[config.mk]
export PLATFORM = sky130hd
export DESIGN_NAME = adc_fmt_top
export DESIGN_NICKNAME = d
export VERILOG_FILES = /design/src/rtl/adc_fmt_pkg.sv /design/src/rtl/adc_fmt_delay.sv /design/src/rtl/adc_fmt_encode.sv /design/src/rtl/adc_fmt_top.sv
export SDC_FILE = /design/constraint.sdc
export NUM_CORES = 1
export LEC_CHECK = 0
export BUFFER_PORTS_ARGS = -buffer_cell sky130_fd_sc_hd__clkbuf_2
export CAP_MARGIN = 5
export CELL_PAD_IN_SITES_DETAIL_PLACEMENT = 1
export CELL_PAD_IN_SITES_GLOBAL_PLACEMENT = 1
export CORE_MARGIN = 5
export CORE_UTILIZATION = 30
export CTS_CLUSTER_SIZE = 14
export DETAILED_ROUTE_END_ITERATION = 6
export GPL_ROUTABILITY_DRIVEN = 0
export HOLD_SLACK_MARGIN = 0.03
export PLACE_DENSITY = 0.62
export SLEW_MARGIN = 20
export SYNTH_ARGS = -nofsm -noshare
export SYNTH_HDL_FRONTEND = slang
export SYNTH_SLANG_ARGS = --single-unit
[constraint.sdc]
create_clock -name clk -period 0.8 [get_ports clk]
set_input_delay 0.04 -clock clk [delete_from_list [all_inputs] [get_ports clk]]
set_output_delay 0.04 -clock clk [all_outputs]
set_load 0.03 [all_outputs]
[src/rtl/adc_fmt_pkg.sv]
package adc_fmt_pkg;

    typedef enum logic {
        FMT_OFFSET = 1'b0,
        FMT_TWOS   = 1'b1
    } fmt_e;

endpackage

[src/rtl/adc_fmt_delay.sv]
module adc_fmt_delay #(
    parameter int WIDTH = 14,
    parameter int DEPTH = 7
) (
    input  logic             clk,
    input  logic             rst_n,
    input  logic [WIDTH-1:0] in_code,
    input  logic             in_flag,
    output logic [WIDTH-1:0] out_code,
    output logic             out_flag
);

    localparam int LAST = DEPTH - 1;

    typedef struct packed {
        logic [WIDTH-1:0] code;
        logic             flag;
    } tap_t;

    tap_t [DEPTH-1:0] taps_d;
    tap_t [DEPTH-1:0] taps_q;

    always_comb begin
        taps_d         = taps_q;
        taps_d[0].code = in_code;
        taps_d[0].flag = in_flag;
        for (int i = 1; i < DEPTH; i++) begin
            taps_d[i] = taps_q[i-1];
        end
    end

    always_ff @(posedge clk or negedge rst_n) begin
        if (!rst_n) begin
            taps_q <= '0;
        end else begin
            taps_q <= taps_d;
        end
    end

    assign out_code = taps_q[LAST].code;
    assign out_flag = taps_q[LAST].flag;

    // first tap takes code and flag from the same edge
    assert_capture_R2: assert property (@(posedge clk) disable iff (!rst_n)
        $past(rst_n) |-> (taps_q[0].code == $past(in_code)) &&
                         (taps_q[0].flag == $past(in_flag)));

    generate
        for (genvar g = 1; g < DEPTH; g++) begin : g_shift_chk
            // every tap moves one place per edge, code and flag together
            assert_shift_R1: assert property (@(posedge clk) disable iff (!rst_n)
                $past(rst_n) |-> taps_q[g] == $past(taps_q[g-1]));
        end
    endgenerate

endmodule

[src/rtl/adc_fmt_encode.sv]
module adc_fmt_encode #(
    parameter int WIDTH = 14
) (
    input  logic [WIDTH-1:0]       code,
    input  logic                   flag,
    input  adc_fmt_pkg::fmt_e      fmt,
    input  logic                   force_zero,
    output logic [WIDTH-1:0]       word,
    output logic                   over,
    output logic                   under
);

    localparam int MSB = WIDTH - 1;

    logic [WIDTH-1:0] coded;
    logic             top_bit;

    always_comb begin
        top_bit = code[MSB];
        coded   = code;
        if (fmt == adc_fmt_pkg::FMT_TWOS) begin
            coded[MSB] = ~top_bit;
        end
        if (force_zero) begin
            word  = '0;
            over  = 1'b0;
            under = 1'b0;
        end else begin
            word  = coded;
            over  = flag & top_bit;
            under = flag & ~top_bit;
        end
    end

    always_comb begin
        // the two indicators exclude each other
        assert_exclusive_R6: assert ($onehot0({over, under}));
        // forced cycles present nothing
        if (force_zero) begin
            assert_forced_R8: assert (word == '0 && !over && !under);
        end else begin
            // output MSB follows the coding select against the raw MSB
            assert_msb_fmt_R4: assert (word[MSB] == (code[MSB] ^ (fmt == adc_fmt_pkg::FMT_TWOS)));
            // any indicator implies the delayed flag
            assert_flag_src_R5: assert (!(over || under) || flag);
        end
    end

endmodule

[src/rtl/adc_fmt_top.sv]
module adc_fmt_top #(
    parameter int CODE_W  = 14,
    parameter int LATENCY = 7
) (
    input  logic              clk,
    input  logic              rst_n,
    input  logic [CODE_W-1:0] raw_code,
    input  logic              raw_oor,
    input  logic              fmt_twos,
    input  logic              out_disable,
    input  logic              force_zero,
    output logic [CODE_W-1:0] data_out,
    output logic              data_oe,
    output logic              over_range,
    output logic              under_range
);

    logic [CODE_W-1:0]  dly_code;
    logic               dly_flag;
    adc_fmt_pkg::fmt_e  fmt_sel;

    assign fmt_sel = fmt_twos ? adc_fmt_pkg::FMT_TWOS : adc_fmt_pkg::FMT_OFFSET;

    adc_fmt_delay #(
        .WIDTH (CODE_W),
        .DEPTH (LATENCY)
    ) u_delay (
        .clk      (clk),
        .rst_n    (rst_n),
        .in_code  (raw_code),
        .in_flag  (raw_oor),
        .out_code (dly_code),
        .out_flag (dly_flag)
    );

    adc_fmt_encode #(
        .WIDTH (CODE_W)
    ) u_encode (
        .code       (dly_code),
        .flag       (dly_flag),
        .fmt        (fmt_sel),
        .force_zero (force_zero),
        .word       (data_out),
        .over       (over_range),
        .under      (under_range)
    );

    assign data_oe = ~out_disable;

    // the delay line keeps running under force-zero; once it drops, the
    // low bits come straight from the delay line again
    assert_release_R8: assert property (@(posedge clk) disable iff (!rst_n)
        !force_zero |-> data_out[CODE_W-2:0] == dly_code[CODE_W-2:0]);

endmodule

==> results of run 1 <==
## logic make-up after synthesis
kind of cell              synth area share [%]
buffers and inverters                    0.544
DFF                                       95.2
xor gates and xnor gates                 0.317
and+or+nand+nor                           3.99
## registers in the layout, summed over array words and instances, names as in the netlist
signal / count
u_delay.taps_d: 90
u_delay.out_flag: 1
u_delay.out_code: 14
## worst paths after layout
kind / from / end / slack, ns
max: u_delay.out_code[13]$_DFF_PN0_ / data_out[13] / -0.42
min: rst_n / u_delay.out_code[7]$_DFF_PN0_ / 0.24
max reg2reg: u_delay.taps_d[72]$_DFF_PN0_ / u_delay.taps_d[87]$_DFF_PN0_ / 0.31
min reg2reg: u_delay.taps_d[41]$_DFF_PN0_ / u_delay.taps_d[56]$_DFF_PN0_ / 0.34
max in group asynchronous: rst_n / u_delay.taps_d[52]$_DFF_PN0_ / 0.21
min in group clk: raw_oor / u_delay.taps_d[15]$_DFF_PN0_ / 0.33
## per-stage QoR
step	util, %	setup slack, ns	cells	instance area, sq um
after floorplan	-	-0.0555	124	2770
after global placement	34.1	-0.0631	272	3110
after detailed placement	34.1	-0.0901	272	3110
after CTS	38.9	-0.459	303	3550
after global routing	39.0	-0.493	303	3550
final	39.0	-0.419	303	3550
## repair_timing
action                                 4_1_cts  5_1_grt
pin swaps                                    2        1
resized for setup                           22       13
endpoints found under the hold margin      120        0
setup endpoints to repair                   16       16
hold buffers                                16        0
gates cloned                                 0        0
## cell usage in the layout (no fill, tap or decap)
master,Yosys,layout
and2b_1,3,3
and3b_1,1,1
buf_12,0,1
buf_4,0,12
buf_8,0,3
bufinv_16,0,1
clkbuf_2,0,19
clkbuf_8,0,12
clkinv_4,0,3
dfrtp_1,105,105
dlygate4sd3_1,0,16
inv_1,1,1
inv_6,0,1
inv_8,0,1
nor2_2,0,1
nor2b_1,10,10
nor3b_4,0,1
xnor2_1,1,1
## worst min-delay path, cell delays in order
cell	delay, ns
dlygate4sd3_1	0.53
buf_4	0.12
buf_12	0.29
## final cells by class
class / count / area (sq um)
clock buffer: 9 / 124
clock inverter: 6 / 76.3
fill: 906 / 5560
inverter: 1 / 3.75
multi-input combinational: 17 / 128
sequential: 105 / 2630
tap: 111 / 139
timing repair buffer: 54 / 452
## power breakdown
part           switching (W)  internal [W]  total, W
clock network        0.00169       0.00148   0.00316
logic               0.000258      0.000197  0.000455
registers          0.0000644       0.00557   0.00563
## per-layer routing
metal | global-route usage, % | vias up
met4 | 3.61 | 0
met1 | 7.75 | 594
met3 | 3.58 | 6
met5 | 0 | -
li1 | - | 505
met2 | 11.4 | 33
==> metrics.md, run 1 <==
| Metric | Value |
|---|---|
| CP Launch Type | flip-flop |
| Global route total overflow | 0 |
| Slew Limit Fails | 0 |
| Fraction of layout cells with a size suffix above 1 | between 20 and 30% |
| Crit. End Element | output pin |
| DR WL met3 | 248 um |
| Main flop type after synthesis | dfrtp_1 |
| Core area | between 9000 and 10000 sq um |
| Leakage | around 1.6 nW |
| Count leader, synth | dfrtp_1 |
| DR iter-0 viols | 39 |
| Worst setup margin | -0.419 ns |
| Via/cell ratio | around 3.8 |
| Clock tree from TritonCTS | done |
| DRC Markers | 0 |
| GRT Total Usage | 7.11% |
| Worst-path clk slew | ~0.09 ns |
| Slew @ Worst Pin | slightly above 0.4 ns |
| CTS max path bufs | 2 |
| Crit path max fanout | 3 |
| Avg WL per Cell | around 11 um |
| Syn-to-layout area delta | 28.5% |
| DR top layer | met4 |
| CTS Buf Count | 9 |
| Register area share after synthesis | between 90% and 100% |
| RSZ-0062 raised after global routing | true |
| Status | complete, but fails checks |
| Fraction of registers with async set/reset | 100% |
| Slowest stage delay, CP | roughly 0.43 ns |
| Largest cells by area after synthesis | dfrtp_1 95%, nor2b_1 2.3%, and2b_1 0.82%, nor3b_2 0.45%, buf_6 0.41% |
| Worst path slowest cell | dfrtp_1 |
| CP cell instances | xnor2_1 > nor2_2 > clkbuf_8 |
| WS Path Type | reg2out |
| Mapped Area | about 2800 sq um |
| IO Pins | 37 |
| Htree depth | 3 |
| Levels on crit path | 3 |
| Failing checks | negative setup slack |
| Vias in the first global route | around 1300 |
| Final hold vios | 0 |
| Yosys top cell area share | a little over nine tenths |
| WL met1 | 1.26 mm |
| First-pass GRT wire length | approximately 6 mm |
| Post-Syn Instances | about 120 |
| Clock latency on the worst-skew pair | between 0.3 and 0.4 ns |
| Yosys cell types | 9 |
| Synth Register Bits | approximately 110 |
| Chip Width | about 110 um |
| DP HPWL | between 1.5 and 2 mm |
| CTS root buf | clkbuf_8 |
| Final setup viols | 16 |
| Tcrit/Tclk final | 152% |
| TritonRoute pass-1 iters | 2 |
| F_max | around 0.8 GHz |
| Crit path time final | 1.22 ns |
| Required time worst endpoint | ~0.76 ns |
| N_diodes | 0 |
| Die height | 106 um |
| Register-to-Register Path Depth | 0 |
| Synth cell count leaders | 105 x dfrtp_1, 10 x nor2b_1, 3 x and2b_1 |
| Hold WC Path Type | in2async |
| WHS | about 0.24 ns |
| Setup total negative slack | -4.47 ns |
| Arrival time at the worst endpoint | roughly 1.2 ns |
| Syn_area_per_cell | 22.3 sq um |
| Worst path top cell family by delay | flip-flops |
| Sink Count | between 100 and 150 |
| Drt total wl | ~3.4 mm |
| Via count | between 1000 and 1500 |
| Peak VDD IR | roughly 0.00078 V |
| Initial antenna violation count | 0 |
| Max_cap viols | 0 |
| Leading area contributor after synthesis | dfrtp_1 |
| Antenna viol nets, final | 0 |
| Clock Skew | between 0.009 and 0.01 ns |
| Initial core utilization | between 30% and 40% |
| PnR Total Power | 0.00925 W |
| Synth Net Count | between 100 and 150 |
| EDFF count, synth | 0 |
| Layout net count | roughly 210 |
| Power per Cell Area | ~2600 nW/um^2 |
| Row count | 35 |
| Rel. slew slack | between 70% and 80% |
| Crit path buf inv count | 1 |
| Post-CTS Setup Repair Bufs | 0 |
| Synth Warn # | 0 |
| I/O Buffers | 36 |
| Die area | 11200 sq um |
| Met2 WL | 1.82 mm |
| Largest net degree at the start of global routing | ~70 |
(Power assumes the default switching activity.)
==> run 2: changes to the inputs <==
PLACE_DENSITY = 0.54   (was 0.62)
SYNTH_HIERARCHICAL = 1   (was default)
==> run 2 against run 1 <==
Net effect: the run still ends with negative setup slack left; die area did not move; global-route usage fell by 0.30 points; final area rose by 1.9%; total power rose by 0.94%; setup slack got worse by 0.0096 ns; first-iteration DRC count fell by 64%; sequential power barely moved; sequential share of layout area fell by 1.3 points; fmax fell by 0.78%; via count fell by 1.8%; critical path type unchanged; worst hold slack got worse by 0.12 ns; highest routed layer unchanged.
==> metrics.md, run 2 <==
| Metric | Value |
|---|---|
| Status | complete, but fails checks |
| Failing checks | negative setup slack |
| Syn_area_per_cell | 22.3 sq um (unchanged) |
| Vias in the first global route | 1178 (-7.0%) |
| Syn-to-layout area delta | 31.0% |
| Via/cell ratio | 3.65 (-2.7%) |
| CP cell instances | xnor2_2 > nor2_2 > clkbuf_8 |
| Synth Register Bits | 105 (unchanged) |
| Worst path slowest cell | dfrtp_2 |
| Tcrit/Tclk final | 154% (+1.2 points) |
| Clock tree from TritonCTS | done |
| Worst setup margin | -0.428 ns (-0.00960 ns) |
| Die area | 11200 sq um (unchanged) |
| Max reg flops | 90 (unchanged) |
| Yosys cell types | 9 (unchanged) |
| Leakage | 1.67 nW (+1.8%) |
| Most frequent cells in the layout | 104 x dfrtp_1, 19 x clkbuf_2, 16 x dlygate4sd3_1 |
| CP Launch Type | flip-flop |
| Crit path time final | 1.23 ns (+0.00960 ns) |
| Reg2reg setup slack | 0.30 ns (about the same) |
| Htree depth | 3 (unchanged) |
| Die height | 106 um (unchanged) |
| Mapped Area | 2760 sq um (unchanged) |
| Clock latency on the worst-skew pair | 0.35 ns (about the same) |
| RSZ-0062 raised after global routing | true |
| Sink Count | 105 (unchanged) |
| Hold WC Path Type | in2async |
| Seq pwr share | 60.4% (-0.5 points) |
| EDFF count, synth | 0 (unchanged) |
| RR Startpoint | u_delay/taps_d[68]$_DFF_PN0_ |
| CP Capture Point | data_out[13] |
| First-pass GRT wire length | 5.69 mm (-5.6%) |
| Core area | 9110 sq um (unchanged) |
| Max_cap viols | 0 (unchanged) |
| F_max | 0.814 GHz (-0.78%) |
| R2R Path End | u_delay/taps_d[83]$_DFF_PN0_ |
| TritonRoute pass-1 iters | 2 (unchanged) |
| Post-Syn Instances | 124 (unchanged) |
| Slowest stage delay, CP | 0.45 ns (+0.02 ns) |
| Largest net degree at the start of global routing | 25 (-65%) |
| Yosys top cell area share | 95.2% (unchanged) |
| Synth Warn # | 6 (+6) |
| Synth cell count leaders | 105 x dfrtp_1, 10 x nor2b_1, 3 x and2b_1 |
| Fraction of layout cells with a size suffix above 1 | 30.3% (+1.6 points) |
| Main flop type after synthesis | dfrtp_1 |
| IO Pins | 37 (unchanged) |
| DP HPWL | 2.17 mm (+11%) |
| GRT Total Usage | 6.81% (-0.30 points) |
| Clock Skew | 0.00733 ns (-0.00178 ns) |
| Count leader, synth | dfrtp_1 |
| Arrival time at the worst endpoint | 1.19 ns (about the same) |
| DRC Markers | 0 (unchanged) |
| Dpl cells | 274 (+0.74%) |
| Worst setup startpoint | u_delay/out_code[13]$_DFF_PN0_ |
| I/O Buffers | 36 (unchanged) |
| Largest cells by area after synthesis | dfrtp_1 95%, nor2b_1 2.3%, and2b_1 0.82%, nor3b_2 0.45%, buf_6 0.41% |
| Peak VDD IR | 0.000784 V (+0.10%) |
| Clk pwr share | 34.4% (+0.2 points) |
| Crit. End Element | output pin |
| Internal Pwr Total | 0.00741 W (+2.3%) |
| Post-CTS Setup Repair Bufs | 0 (unchanged) |
| DR iter-0 viols | 14 (-64%) |
| Non-Filler Instances | 306 (+0.99%) |
| Leading area contributor after synthesis | dfrtp_1 |
| Row count | 35 (unchanged) |
| NetSw | 0.00193 W (-4.1%) |
| Antenna viol nets, final | 0 (unchanged) |
| Comb power frac | 5.2% (+0.3 points) |
| Register-to-Register Path Depth | 0 (unchanged) |
| Chip Width | 106 um (unchanged) |
| Drt total wl | 3.36 mm (-0.65%) |
| Rel. slew slack | 79.6% (+6.8 points) |
| CTS Buf Count | 9 (unchanged) |
| CTS max path bufs | 2 (unchanged) |
| Layout net count | 210 (+0.96%) |
| Via count | 1118 (-1.8%) |
| Register area share after synthesis | 95.2% (unchanged) |
| Sw Share | 20.6% (-1.1 points) |
| PnR Total Power | 0.00934 W (+0.94%) |
| Global route total overflow | 0 (unchanged) |
| N_diodes | 0 (unchanged) |
| Required time worst endpoint | 0.76 ns (about the same) |
| Synth Net Count | 144 (unchanged) |
| Power per Cell Area | 2580 nW/um^2 (-0.95%) |
| Commonest non-fill, non-tap cell in the layout | dfrtp_1 |
| Avg WL per Cell | 11.0 um (-1.6%) |
| Initial core utilization | 30.3% (unchanged) |
| Final hold vios | 0 (unchanged) |
| Slew Limit Fails | 0 (unchanged) |
| Crit path max fanout | 3 (unchanged) |
| Fraction of registers with async set/reset | 100% (unchanged) |
| Initial antenna violation count | 0 (unchanged) |
| WS Path Type | reg2out |
| Slew @ Worst Pin | 0.307 ns (-0.102 ns) |
| Final setup viols | 16 (unchanged) |
| CTS root buf | clkbuf_8 |
| Worst-path clk slew | 0.08 ns (about the same) |
-- run 2: kinds of logic (layout without fill, tap and decap cells) --
group	Yosys count	count (layout)	share of synthesized area, %
XOR/XNOR	1	1	0.317
buffers and inverters	2	73	0.544
flip-flops	105	105	95.2
AND/OR/NAND/NOR	16	16	3.99
-- run 2: power groups by stage --
stage / Combinational (W) / Clock, W / Sequential, W
6_report: 0.000486 / 0.00321 / 0.00564
3_3_place_gp: 0.000374 / 0 / 0.00573
2_1_floorplan: 0.000147 / 0 / 0.00572
3_5_place_dp: 0.000389 / 0 / 0.00575
4_1_cts: 0.000493 / 0.00336 / 0.00564
5_1_grt: 0.000530 / 0.00356 / 0.00567
-- run 2: worst min path at each step --
stage               start                             to  slack [ns]  cells after the start
floorplan           rst_n  u_delay/out_code[0]$_DFF_PN0_       -0.26                      0
CTS                 rst_n  u_delay/out_code[4]$_DFF_PN0_        0.11                      2
global route        rst_n  u_delay/out_code[4]$_DFF_PN0_        0.12                      2
global placement    rst_n  u_delay/out_code[0]$_DFF_PN0_       -0.05                      1
finish              rst_n  u_delay/out_code[9]$_DFF_PN0_        0.12                      2
detailed placement  rst_n   u_delay/taps_d[94]$_DFF_PN0_       -0.05                      1
-- run 2: metal layers --
metal  wire, um  part of all wire [%]  vias up  track usage, %
li1           -                     -      510               -
met1       1410                    42      558            7.81
met2       1580                    47       39            9.70
met3        252                   7.5       11            2.98
met4        117                   3.5        0            5.83
met5          0                     0        -               0
-- run 2: metrics by stage --
step / hold slack [ns] / cell area, sq um / setup slack, ns / setup TNS (ns) / utilization [%]
finish: 0.116 / 3620 / -0.428 / -4.50 / 39.7
detailed placement: -0.0486 / 3160 / -0.100 / -0.174 / 34.7
global placement: -0.0495 / 3160 / -0.0635 / -0.0851 / 34.7
floorplan: -0.256 / 2770 / -0.0555 / -0.0555 / -
global route: 0.118 / 3620 / -0.492 / -5.45 / 39.7
CTS: 0.114 / 3610 / -0.459 / -5.09 / 39.7
-- run 2: final cells by class --
type                       instances  area [sq um]
multi-input combinational         17           135
clock buffer                      12           155
sequential                       105          2630
tap                              111           139
clock inverter                     4          51.3
fill                             898          5490
timing repair buffer              56           504
inverter                           1          3.75
-- run 2: timing repair --
item / CTS / global route
setup endpoints to repair: 16 / 16
hold buffers: 16 / 0
hold endpoints to repair: 120 / 0
gates cloned: 0 / 0
pin swaps: 2 / 1
gates resized for setup: 24 / 13
-- run 2: worst max-delay path: cells and delay by family (launching register included) --
family / cells / cell delay, ns
and+or+nand+nor: 1 / 0.08
DFF: 1 / 0.45
xor gates and xnor gates: 1 / 0.14
buffers and inverters: 1 / 0.16
==> run 3: changes to the inputs <==
CORE_UTILIZATION = 40   (was 30)
PLACE_DENSITY = 0.68   (was 0.54)
==> run 3 against run 2 <==
Net effect: the flow still finishes with violations (negative setup slack); sequential power about the same; non-clock buffer count decreased by 1; wire length increased by 13%; largest power group unchanged; register-to-register slack about the same; highest routed layer unchanged; clock power increased by 6.5%; global-route usage increased by 3.2 points; first-iteration DRC count increased to 3.1 times the previous value; sequential cell count unchanged; setup slack improved by 0.024 ns; utilization increased by 13 points.
==> metrics.md, run 3 (same netlist as run 2, synthesis figures left out) <==
| Metric | Value |
|---|---|
| Post-CTS Setup Repair Bufs | 0 (unchanged) |
| Required time worst endpoint | 0.76 ns (about the same) |
| Max reg flops | 90 (unchanged) |
| CTS Buf Count | 9 (unchanged) |
| WS Path Type | reg2out |
| Tcrit/Tclk final | 151% (-3.0 points) |
| Vias in the first global route | 1337 (+13%) |
| Fraction of layout cells with a size suffix above 1 | 30.4% (+0.16 points) |
| Final hold vios | 0 (unchanged) |
| Chip Width | 93.1 um (-12%) |
| Core area | 6760 sq um (-26%) |
| DR iter-0 viols | 43 (+29) |
| Clock latency on the worst-skew pair | 0.34 ns (about the same) |
| Power per Cell Area | 2680 nW/um^2 (+3.6%) |
| Commonest non-fill, non-tap cell in the layout | dfrtp_1 |
| Layout net count | 209 (-0.48%) |
| DRC Markers | 0 (unchanged) |
| Dpl cells | 242 (-12%) |
| Clock tree from TritonCTS | done |
| Status | complete, but fails checks |
| PnR Total Power | 0.00954 W (+2.2%) |
| Die area | 8660 sq um (-23%) |
| Final setup viols | 16 (unchanged) |
| Leakage | 1.67 nW (-0.26%) |
| Slew Limit Fails | 0 (unchanged) |
| Initial core utilization | 40.9% (+11 points) |
| Global route total overflow | 0 (unchanged) |
| CTS root buf | clkbuf_8 |
| Max_cap viols | 0 (unchanged) |
| Worst path slowest cell | dfrtp_2 |
| N_diodes | 0 (unchanged) |
| Rel. slew slack | 80.1% (+0.55 points) |
| Arrival time at the worst endpoint | 1.16 ns (-0.03 ns) |
| Worst setup margin | -0.404 ns (+0.0241 ns) |
| Most frequent cells in the layout | 104 x dfrtp_1, 19 x clkbuf_2, 16 x dlygate4sd3_1 |
| TritonRoute pass-1 iters | 3 (+1) |
| Failing checks | negative setup slack |
| Avg WL per Cell | 13.9 um (+26%) |
| Crit. End Element | output pin |
| GRT Total Usage | 10.1% (+3.2 points) |
| Row count | 30 (-14%) |
| First-pass GRT wire length | 6.35 mm (+12%) |
| Htree depth | 3 (unchanged) |
| Crit path time final | 1.20 ns (-0.0241 ns) |
| Antenna viol nets, final | 0 (unchanged) |
| CTS max path bufs | 2 (unchanged) |
| Hold WC Path Type | in2async |
| Via/cell ratio | 4.18 (+14%) |
| Via count | 1144 (+2.3%) |
| I/O Buffers | 36 (unchanged) |
| CP cell instances | xnor2_2 > nor2_2 > clkbuf_8 |
| DP HPWL | 2.42 mm (+12%) |
| CP Launch Type | flip-flop |
| Die height | 93.1 um (-12%) |
| Drt total wl | 3.80 mm (+13%) |
| Worst-path clk slew | 0.09 ns (about the same) |
| F_max | 0.830 GHz (+2.0%) |
| Slew @ Worst Pin | 0.298 ns (-0.00822 ns) |
| Non-Filler Instances | 274 (-10%) |
| Clock Skew | 0.0110 ns (+0.00368 ns) |
| Peak VDD IR | 0.00115 V (+47%) |
| Largest net degree at the start of global routing | 54 (+120%) |
| Crit path max fanout | 3 (unchanged) |
| Syn-to-layout area delta | 29.1% |
| Initial antenna violation count | 0 (unchanged) |
| Sink Count | 105 (unchanged) |
| Slowest stage delay, CP | 0.45 ns (about the same) |
| RSZ-0062 raised after global routing | true |
| IO Pins | 37 (unchanged) |
==> run 3: metal layers <==
| layer | track usage [%] | part of all wire, % | vias to the layer above |
|---|---|---|---|
| li1 | - | - | 506 |
| met3 | 3.14 | 7.1 | 9 |
| met4 | 6.23 | 2.2 | 0 |
| met1 | 11.0 | 37 | 585 |
| met2 | 17.0 | 53 | 44 |
| met5 | 0 | 0 | - |
==> run 3: area by class of cell <==
cell class / instances / area [sq um]
repair buffers: 55 / 473
inverters: 1 / 3.75
flip-flops and latches: 105 / 2630
well taps: 80 / 100
clock inverters: 3 / 46.3
clock buffers: 13 / 179
multi-input cells: 17 / 135
fillers: 614 / 3190
==> run 3: what timing repair did <==
item	4_1_cts	5_1_grt
hold endpoints to repair	120	0
pin swaps	2	0
setup endpoints to repair	16	16
gates resized for setup	22	16
hold buffers	16	0
==> run 3: worst paths after layout <==
path,startpoint,end,slack (ns),cells after the start
worst min register to register,u_delay/taps_d[100]$_DFF_PN0_,u_delay/out_code[9]$_DFF_PN0_,0.35,0
worst max register to register,u_delay/taps_d[78]$_DFF_PN0_,u_delay/taps_d[93]$_DFF_PN0_,0.30,0
worst max-delay path,u_delay/out_code[13]$_DFF_PN0_,data_out[13],-0.40,3
worst min-delay path,rst_n,u_delay/taps_d[16]$_DFF_PN0_,0.1,2
min in group clk,raw_code[8],u_delay/taps_d[24]$_DFF_PN0_,0.33,2
max in group asynchronous,rst_n,u_delay/out_code[13]$_DFF_PN0_,0.14,3
==> run 3: critical path: cells and delay by family, from the launching register on <==
kind | cells | cell delay, ns
XOR/XNOR | 1 | 0.14
buffers and inverters | 1 | 0.16
flip-flops | 1 | 0.45
AND/OR/NAND/NOR | 1 | 0.08
==> run 3: power by group <==
part           internal [W]  leakage, nW  switching, W
clock               0.00179        0.112       0.00163
sequential          0.00557         1.22     0.0000778
combinational      0.000210        0.334      0.000261
==> run 3: metrics by stage <==
stage	setup TNS, ns	util (%)	setup WS, ns	hold slack [ns]	cell area [sq um]
global placement	-0.0799	45.7	-0.0594	-0.0919	3090
global route	-5.48	52.8	-0.468	0.0948	3570
detailed placement	-0.154	45.7	-0.0858	-0.0783	3090
finish	-4.45	52.8	-0.404	0.0999	3570
CTS	-5.05	52.6	-0.433	0.0748	3550
floorplan	-0.0555	-	-0.0555	-0.256	2770
